===== src/rtl/vtg_pkg.sv =====
package vtg_pkg;
  localparam int CNT_W = 16;
  localparam int REG_W = 2 * CNT_W;

  typedef logic [CNT_W-1:0] cnt_t;

  // Geometry of one field, resolved at the field boundary
  typedef struct packed {
    cnt_t hAct;
    cnt_t hTot;
    cnt_t hsStart;
    cnt_t hsEnd;
    cnt_t vAct;
    cnt_t vTot;
    cnt_t vsStart;
    cnt_t vsEnd;
    cnt_t vPos;
    logic invH;
    logic invV;
    logic invC;
  } geom_t;

  // Strobes from control to datapath
  typedef struct packed {
    logic run;
    logic fieldEnd;
    logic oddField;
  } strobe_t;
endpackage


===== src/rtl/vtg_ctrl.sv =====
module vtg_ctrl
  import vtg_pkg::*;
(
  input  logic             clk,
  input  logic             rstN,
  input  logic [REG_W-1:0] cfgTotal,
  input  logic [REG_W-1:0] cfgActive,
  input  logic [REG_W-1:0] cfgHMargin,
  input  logic [REG_W-1:0] cfgVMargin,
  input  logic [2:0]       cfgInvert,
  input  logic             cfgInterlace,
  output cnt_t             hCnt,
  output cnt_t             vCnt,
  output geom_t            geom,
  output strobe_t          strb
);
  logic running;
  logic fieldOdd;
  logic lastPix;
  logic lastLine;
  logic nextOdd;

  function automatic geom_t buildGeom(
    input logic [REG_W-1:0] tot,
    input logic [REG_W-1:0] act,
    input logic [REG_W-1:0] hm,
    input logic [REG_W-1:0] vm,
    input logic [2:0]       inv,
    input logic             odd
  );
    geom_t g;
    cnt_t  oddAdd;
    oddAdd    = {{(CNT_W-1){1'b0}}, odd};
    g.hAct    = act[CNT_W-1:0];
    g.hTot    = tot[CNT_W-1:0];
    g.hsStart = act[CNT_W-1:0] + hm[CNT_W-1:0];
    g.hsEnd   = tot[CNT_W-1:0] - hm[REG_W-1:CNT_W];
    g.vAct    = act[REG_W-1:CNT_W];
    g.vTot    = tot[REG_W-1:CNT_W] + oddAdd;
    g.vsStart = act[REG_W-1:CNT_W] + vm[CNT_W-1:0] + oddAdd;
    g.vsEnd   = g.vTot - vm[REG_W-1:CNT_W];
    // odd field: sync edges half a line earlier
    g.vPos    = odd ? (g.hsStart - (g.hTot >> 1)) : g.hsStart;
    g.invH    = inv[0];
    g.invV    = inv[1];
    g.invC    = inv[2];
    return g;
  endfunction

  always_comb begin
    lastPix  = (hCnt == geom.hTot - 1'b1);
    lastLine = (vCnt == geom.vTot - 1'b1);
    nextOdd  = cfgInterlace & ~fieldOdd;
  end

  always_ff @(posedge clk or negedge rstN) begin
    if (!rstN) begin
      running  <= 1'b0;
      hCnt     <= '0;
      vCnt     <= '0;
      fieldOdd <= 1'b0;
      geom     <= '0;
    end else if (!running) begin
      running  <= 1'b1;
      hCnt     <= '0;
      vCnt     <= '0;
      fieldOdd <= 1'b0;
      geom     <= buildGeom(cfgTotal, cfgActive, cfgHMargin, cfgVMargin,
                            cfgInvert, 1'b0);
    end else if (lastPix) begin
      hCnt <= '0;
      if (lastLine) begin
        vCnt     <= '0;
        fieldOdd <= nextOdd;
        geom     <= buildGeom(cfgTotal, cfgActive, cfgHMargin, cfgVMargin,
                              cfgInvert, nextOdd);
      end else begin
        vCnt <= vCnt + 1'b1;
      end
    end else begin
      hCnt <= hCnt + 1'b1;
    end
  end

  always_comb begin
    strb.run      = running;
    strb.fieldEnd = running & lastPix & lastLine;
    strb.oddField = fieldOdd;
  end
endmodule


===== src/rtl/vtg_dpath.sv =====
module vtg_dpath
  import vtg_pkg::*;
(
  input  logic    clk,
  input  logic    rstN,
  input  cnt_t    hCnt,
  input  cnt_t    vCnt,
  input  geom_t   geom,
  input  strobe_t strb,
  output logic    deO,
  output logic    hsyncO,
  output logic    vsyncO,
  output logic    csyncO,
  output logic    fieldIdO,
  output logic    fieldDoneO,
  output logic    vsIrqO
);
  logic hsLvl;
  logic vsLvl;
  logic afterStart;
  logic beforeEnd;
  logic deLvl;
  logic irqHit;

  always_comb begin
    hsLvl      = (hCnt >= geom.hsStart) && (hCnt < geom.hsEnd);
    afterStart = (vCnt > geom.vsStart) ||
                 ((vCnt == geom.vsStart) && (hCnt >= geom.vPos));
    beforeEnd  = (vCnt < geom.vsEnd) ||
                 ((vCnt == geom.vsEnd) && (hCnt < geom.vPos));
    vsLvl      = afterStart && beforeEnd;
    deLvl      = (hCnt < geom.hAct) && (vCnt < geom.vAct);
    irqHit     = (vCnt == geom.vsStart) && (hCnt == geom.vPos);
  end

  always_ff @(posedge clk or negedge rstN) begin
    if (!rstN) begin
      deO        <= 1'b0;
      hsyncO     <= 1'b0;
      vsyncO     <= 1'b0;
      csyncO     <= 1'b0;
      fieldIdO   <= 1'b0;
      fieldDoneO <= 1'b0;
      vsIrqO     <= 1'b0;
    end else begin
      deO        <= strb.run & deLvl;
      hsyncO     <= (strb.run & hsLvl) ^ geom.invH;
      vsyncO     <= (strb.run & vsLvl) ^ geom.invV;
      csyncO     <= (strb.run & (hsLvl | vsLvl)) ^ geom.invC;
      fieldIdO   <= strb.oddField;
      fieldDoneO <= strb.fieldEnd;
      vsIrqO     <= strb.run & irqHit;
    end
  end
endmodule


===== src/rtl/ilace_timing_gen.sv =====
module ilace_timing_gen
  import vtg_pkg::*;
(
  input  logic             clk,
  input  logic             rstN,
  input  logic [REG_W-1:0] cfgTotal,
  input  logic [REG_W-1:0] cfgActive,
  input  logic [REG_W-1:0] cfgHMargin,
  input  logic [REG_W-1:0] cfgVMargin,
  input  logic [2:0]       cfgInvert,
  input  logic             cfgInterlace,
  output logic             deO,
  output logic             hsyncO,
  output logic             vsyncO,
  output logic             csyncO,
  output logic             fieldIdO,
  output logic             fieldDoneO,
  output logic             vsIrqO
);
  cnt_t    hCnt;
  cnt_t    vCnt;
  geom_t   geom;
  strobe_t strb;

  vtg_ctrl u_ctrl (
    .clk          (clk),
    .rstN         (rstN),
    .cfgTotal     (cfgTotal),
    .cfgActive    (cfgActive),
    .cfgHMargin   (cfgHMargin),
    .cfgVMargin   (cfgVMargin),
    .cfgInvert    (cfgInvert),
    .cfgInterlace (cfgInterlace),
    .hCnt         (hCnt),
    .vCnt         (vCnt),
    .geom         (geom),
    .strb         (strb)
  );

  vtg_dpath u_dpath (
    .clk        (clk),
    .rstN       (rstN),
    .hCnt       (hCnt),
    .vCnt       (vCnt),
    .geom       (geom),
    .strb       (strb),
    .deO        (deO),
    .hsyncO     (hsyncO),
    .vsyncO     (vsyncO),
    .csyncO     (csyncO),
    .fieldIdO   (fieldIdO),
    .fieldDoneO (fieldDoneO),
    .vsIrqO     (vsIrqO)
  );
endmodule


===== config.mk =====
export PLATFORM = sky130hd
export DESIGN_NAME = ilace_timing_gen
export DESIGN_NICKNAME = d
export VERILOG_FILES = /design/src/rtl/vtg_pkg.sv /design/src/rtl/vtg_ctrl.sv /design/src/rtl/vtg_dpath.sv /design/src/rtl/ilace_timing_gen.sv
export SDC_FILE = /design/constraint.sdc
export NUM_CORES = 1
export LEC_CHECK = 0
export BUFFER_PORTS_ARGS = -buffer_cell sky130_fd_sc_hd__buf_2
export CORE_ASPECT_RATIO = 0.5
export CORE_MARGIN = 2
export CORE_UTILIZATION = 35
export CTS_CLUSTER_SIZE = 16
export DETAILED_ROUTE_END_ITERATION = 6
export PLACE_DENSITY = 0.59
export SYNTH_ARGS = -nofsm -noshare
export SYNTH_HDL_FRONTEND = slang
export SYNTH_SLANG_ARGS = --single-unit

===== constraint.sdc =====
create_clock -name clk -period 5.04 [get_ports clk]
set_input_delay 0.252 -clock clk [delete_from_list [all_inputs] [get_ports clk]]
set_output_delay 0.252 -clock clk [all_outputs]
set_load 0.05 [all_outputs]

==> flow_summary_export.csv <==
group,metric,value,unit
finish,final_common_cell,"ha_1",
setup_path,cp_cell_sequence,"inv_1, ha_1, nor3b_1, nand2_1, o41a_1, a2111oi_2, nand2_1, nor4bb_1, a21o_4, buf_4, nor2_1, a31oi_1",
drt,firstDrtPassIters,5,
clocking,clock-sinks,188,
yosys,synth-edff-count,0,
setup_path,critical_path_required,5.42,ns
place,placed_area,16600,um^2
drt,first_iter_violations,584,
setup_path,startpoint,"u_ctrl.geom[115]$_DFFE_PN0P_",
clocking,post_cts_buffers,0,
floorplanning,die-area,45600,um^2
yosys,yosysSeqAreaShare,30.7,%
sta,min_period_over_period,86.8,%
clocking,clock_path_buffers,2,
yosys,synth.avg_cell_area,8.72,um^2
floorplanning,core_area,43400,um^2
hold_path,min_from,"cfgActive[7]",
sta,fin_crit,4.38,ns
drt,wl_per_cell,15.2,um
clocking,cts-hold-fix-buffers,1,
clocking,cts_buffers,17,
sta,skew,0.0114,ns
clocking,clk_latency,0.46,ns
yosys,async_flop_share,100,%
grt,grt_pass1_wl,62.3,mm
power,swShare,32.6,%
clocking,cts_resized,0,
power,p_int,0.00314,W
clocking,path_clk_slew,0.07,ns
power,switchingPower,0.00152,W
clocking,cts_root_buf,"clkbuf_16",
finish,fillers,4409,
yosys,ys.flop_type,"dfrtp_1",
yosys,netlist_instances,1759,
finish,stdcell_area,17200,um^2
finish,synthToLayoutAreaGrowth,12.2,%
yosys,syn_area,15300,um^2
power,ir_drop,0.272,mV
yosys,yosysWarnings,0,
run_status,status,"completed",
power,sequentialPowerShare,38.6,%
sta,setup_viol,0,
sta,maxSlewHeadroom,37.8,%
power,clock_power_share,31.2,%
setup_path,cp.arrival,4.76,ns
setup_path,slowest_stage,"nor4bb_1",
floorplanning,die_w,300,um
setup_path,path_class,"reg2reg",
yosys,ys_ff_latch,188,
drt,finalWirelength,37.7,mm
power,combinationalPowerShare,30.1,%
setup_path,cp_max_fo,50,
drt,routed_via_density,5.00,
grt,gr-total-overflow,0,
drt,drtAntennaViolNets,0,
floorplanning,fp.dieH,152,um
finish,antenna_cells,0,
setup_path,cp-end-kind,"flop",
drt,dr_total_vias,12400,
sta,tightest_slew,0.909,ns
flow_run,drv_cap,0,
drt,drc_errors,0,
finish,post-route-util,39.7,%
sta,rsz0062_at_grt,"no",
floorplanning,io_pins,141,
sta,report.final.slew_viol_count,0,
sta,max_clock_freq,229,MHz
setup_path,slowest_delay,0.64,ns
power,power_per_cell_area,271,nW/um^2
clocking,htree_levels,4,
place,hpwl,29.3,mm
finish,multi_input_area,9570,um^2
grt,grt_max_degree,112,
clocking,tritoncts,"done",
place,gp_congestion,0.878,
floorplanning,start_util,35.4,%
setup_path,worst_setup_path_start_kind,"flop",
power,p_leak,8.47,nW
place,port_buffers,140,
yosys,syn_nets,2090,
grt,grt_pass1_vias,12000,
hold_path,hold_path.class,"in2reg",
setup_path,rr_startpoint,"u_ctrl.geom[115]$_DFFE_PN0P_",
finish,drive_above_1_share,13.4,%
setup_path,cp_common_cell,"nand2_1",
sta,setup_tns,0,ns
grt,grtUsageTotal,16.9,%
sta,finalHoldViolations,0,
finish,nets,2216,
floorplanning,fp-row-count,54,
yosys,synth_cell_types,76,
grt,antenna_found_initial,1,
finish,seq_area,4700,um^2
finish,final_cell_mix,"ha_1 (192), inv_1 (189), dfrtp_1 (188), buf_2 (139), nor2_1 (132)",
-- path summary, 6_finish.rpt --
| kind | cells after the start | slack (ns) | to |
|---|---|---|---|
| max | 12 | 0.66 | u_ctrl.geom[50]$_DFFE_PN0P_ |
| min | 3 | 0.03 | u_ctrl.geom[138]$_DFFE_PN0P_ |
| max reg2reg | 12 | 0.66 | u_ctrl.geom[50]$_DFFE_PN0P_ |
| min reg2reg | 0 | 0.42 | u_dpath.fieldIdO$_DFF_PN0_ |
| max in group asynchronous | 3 | 3.58 | u_ctrl.geom[0]$_DFFE_PN0P_ |
| min in group asynchronous | 2 | 0.36 | u_ctrl.geom[133]$_DFFE_PN0P_ |
-- layer usage --
metal / GRT usage [%] / up-vias / part of all wire, %
met5: 0 / - / 0.035
met4: 4.69 / 2 / 1.7
met3: 2.95 / 35 / 3.0
met2: 28.6 / 124 / 48
met1: 22.3 / 5843 / 47
li1: - / 6403 / -
-- worst max-delay path, delay by kind of cell (launching register included) --
family | cells | cell delay (ns)
and+or+nand+nor | 5 | 1.57
AOI/OAI and AO/OA | 4 | 1.47
buffers and inverters | 2 | 0.54
DFF | 1 | 0.42
adders and majority gates | 1 | 0.27
-- final cells by class --
| class | count | share of cell area, % |
|---|---|---|
| Multi-Input combinational cell | 1331 | 55.6 |
| Sequential cell | 188 | 27.3 |
| Timing Repair Buffer | 158 | 5.14 |
| Tap cell | 588 | 4.27 |
| Inverter | 189 | 4.12 |
| Clock buffer | 21 | 2.68 |
| Clock inverter | 8 | 0.829 |
-- cells in the mapped netlist, drive strengths merged, types with 5 or more instances --
| library cell | count | area (um^2) |
|---|---|---|
| a2111oi | 5 | 68.8 |
| a211o | 6 | 52.6 |
| a211oi | 20 | 150 |
| a21o | 51 | 383 |
| a21oi | 114 | 623 |
| a22oi | 5 | 37.5 |
| a31oi | 16 | 100 |
| and3 | 21 | 131 |
| buf | 35 | 300 |
| clkbuf | 16 | 60.1 |
| dfrtp | 188 | 4700 |
| fa | 5 | 100 |
| ha | 192 | 2400 |
| inv | 189 | 709 |
| mux2 | 36 | 405 |
| mux2i | 14 | 140 |
| nand2 | 130 | 488 |
| nand2b | 20 | 125 |
| nand3 | 47 | 235 |
| nand3b | 5 | 37.5 |
| nand4 | 29 | 181 |
| nor2 | 132 | 495 |
| nor2b | 23 | 144 |
| nor3 | 33 | 165 |
| nor3b | 5 | 37.5 |
| nor4 | 18 | 113 |
| o211ai | 9 | 67.6 |
| o21a | 23 | 173 |
| o21ai | 131 | 656 |
| o21bai | 9 | 67.6 |
| o31a | 5 | 43.8 |
| or2 | 6 | 37.5 |
| or3 | 10 | 62.6 |
| or4 | 8 | 67.6 |
| xnor2 | 90 | 788 |
| xor2 | 62 | 543 |
-- registers in the layout (all words and copies together) (netlist names) --
name                count
u_ctrl.fieldOdd         1
u_ctrl.running          1
u_ctrl.geom           147
u_ctrl.hCnt            16
u_ctrl.vCnt            16
u_dpath.csyncO          1
u_dpath.fieldDoneO      1
u_dpath.deO             1
u_dpath.vsIrqO          1
u_dpath.fieldIdO        1
u_dpath.vsyncO          1
u_dpath.hsyncO          1
-- through the flow --
step	worst slack, ns	hold WS, ns	total power, W	cells
floorplan	1.46	-0.0436	0.00286	1759
global placement	0.726	0.330	0.00321	2453
detailed placement	0.658	0.339	0.00324	2453
CTS	0.663	0.00880	0.00470	2483
global route	0.223	0.0169	0.00498	2483
finish	0.664	0.0259	0.00466	2483
-- kinds of logic (layout without fill, tap and decap cells) --
family / count (synthesis) / in the layout / synth area share (%)
fa+ha+maj: 197 / 197 / 16.3
xor+xnor: 152 / 152 / 8.68
buf+inv: 240 / 376 / 6.97
simple gates: 504 / 504 / 16.1
compound gates: 427 / 427 / 17.7
other cells: 1 / 1 / 0.0244
flops: 188 / 188 / 30.7
mux: 50 / 50 / 3.56
-- power groups by stage --
stage | Sequential, W | Combinational [W] | Clock (W)
6_report | 0.00180 | 0.00140 | 0.00145
5_1_grt | 0.00183 | 0.00161 | 0.00154
4_1_cts | 0.00180 | 0.00142 | 0.00148
3_5_place_dp | 0.00183 | 0.00141 | 0
3_3_place_gp | 0.00182 | 0.00139 | 0
2_1_floorplan | 0.00180 | 0.00106 | 0
Note: power is estimated with default switching activity, not from simulation.
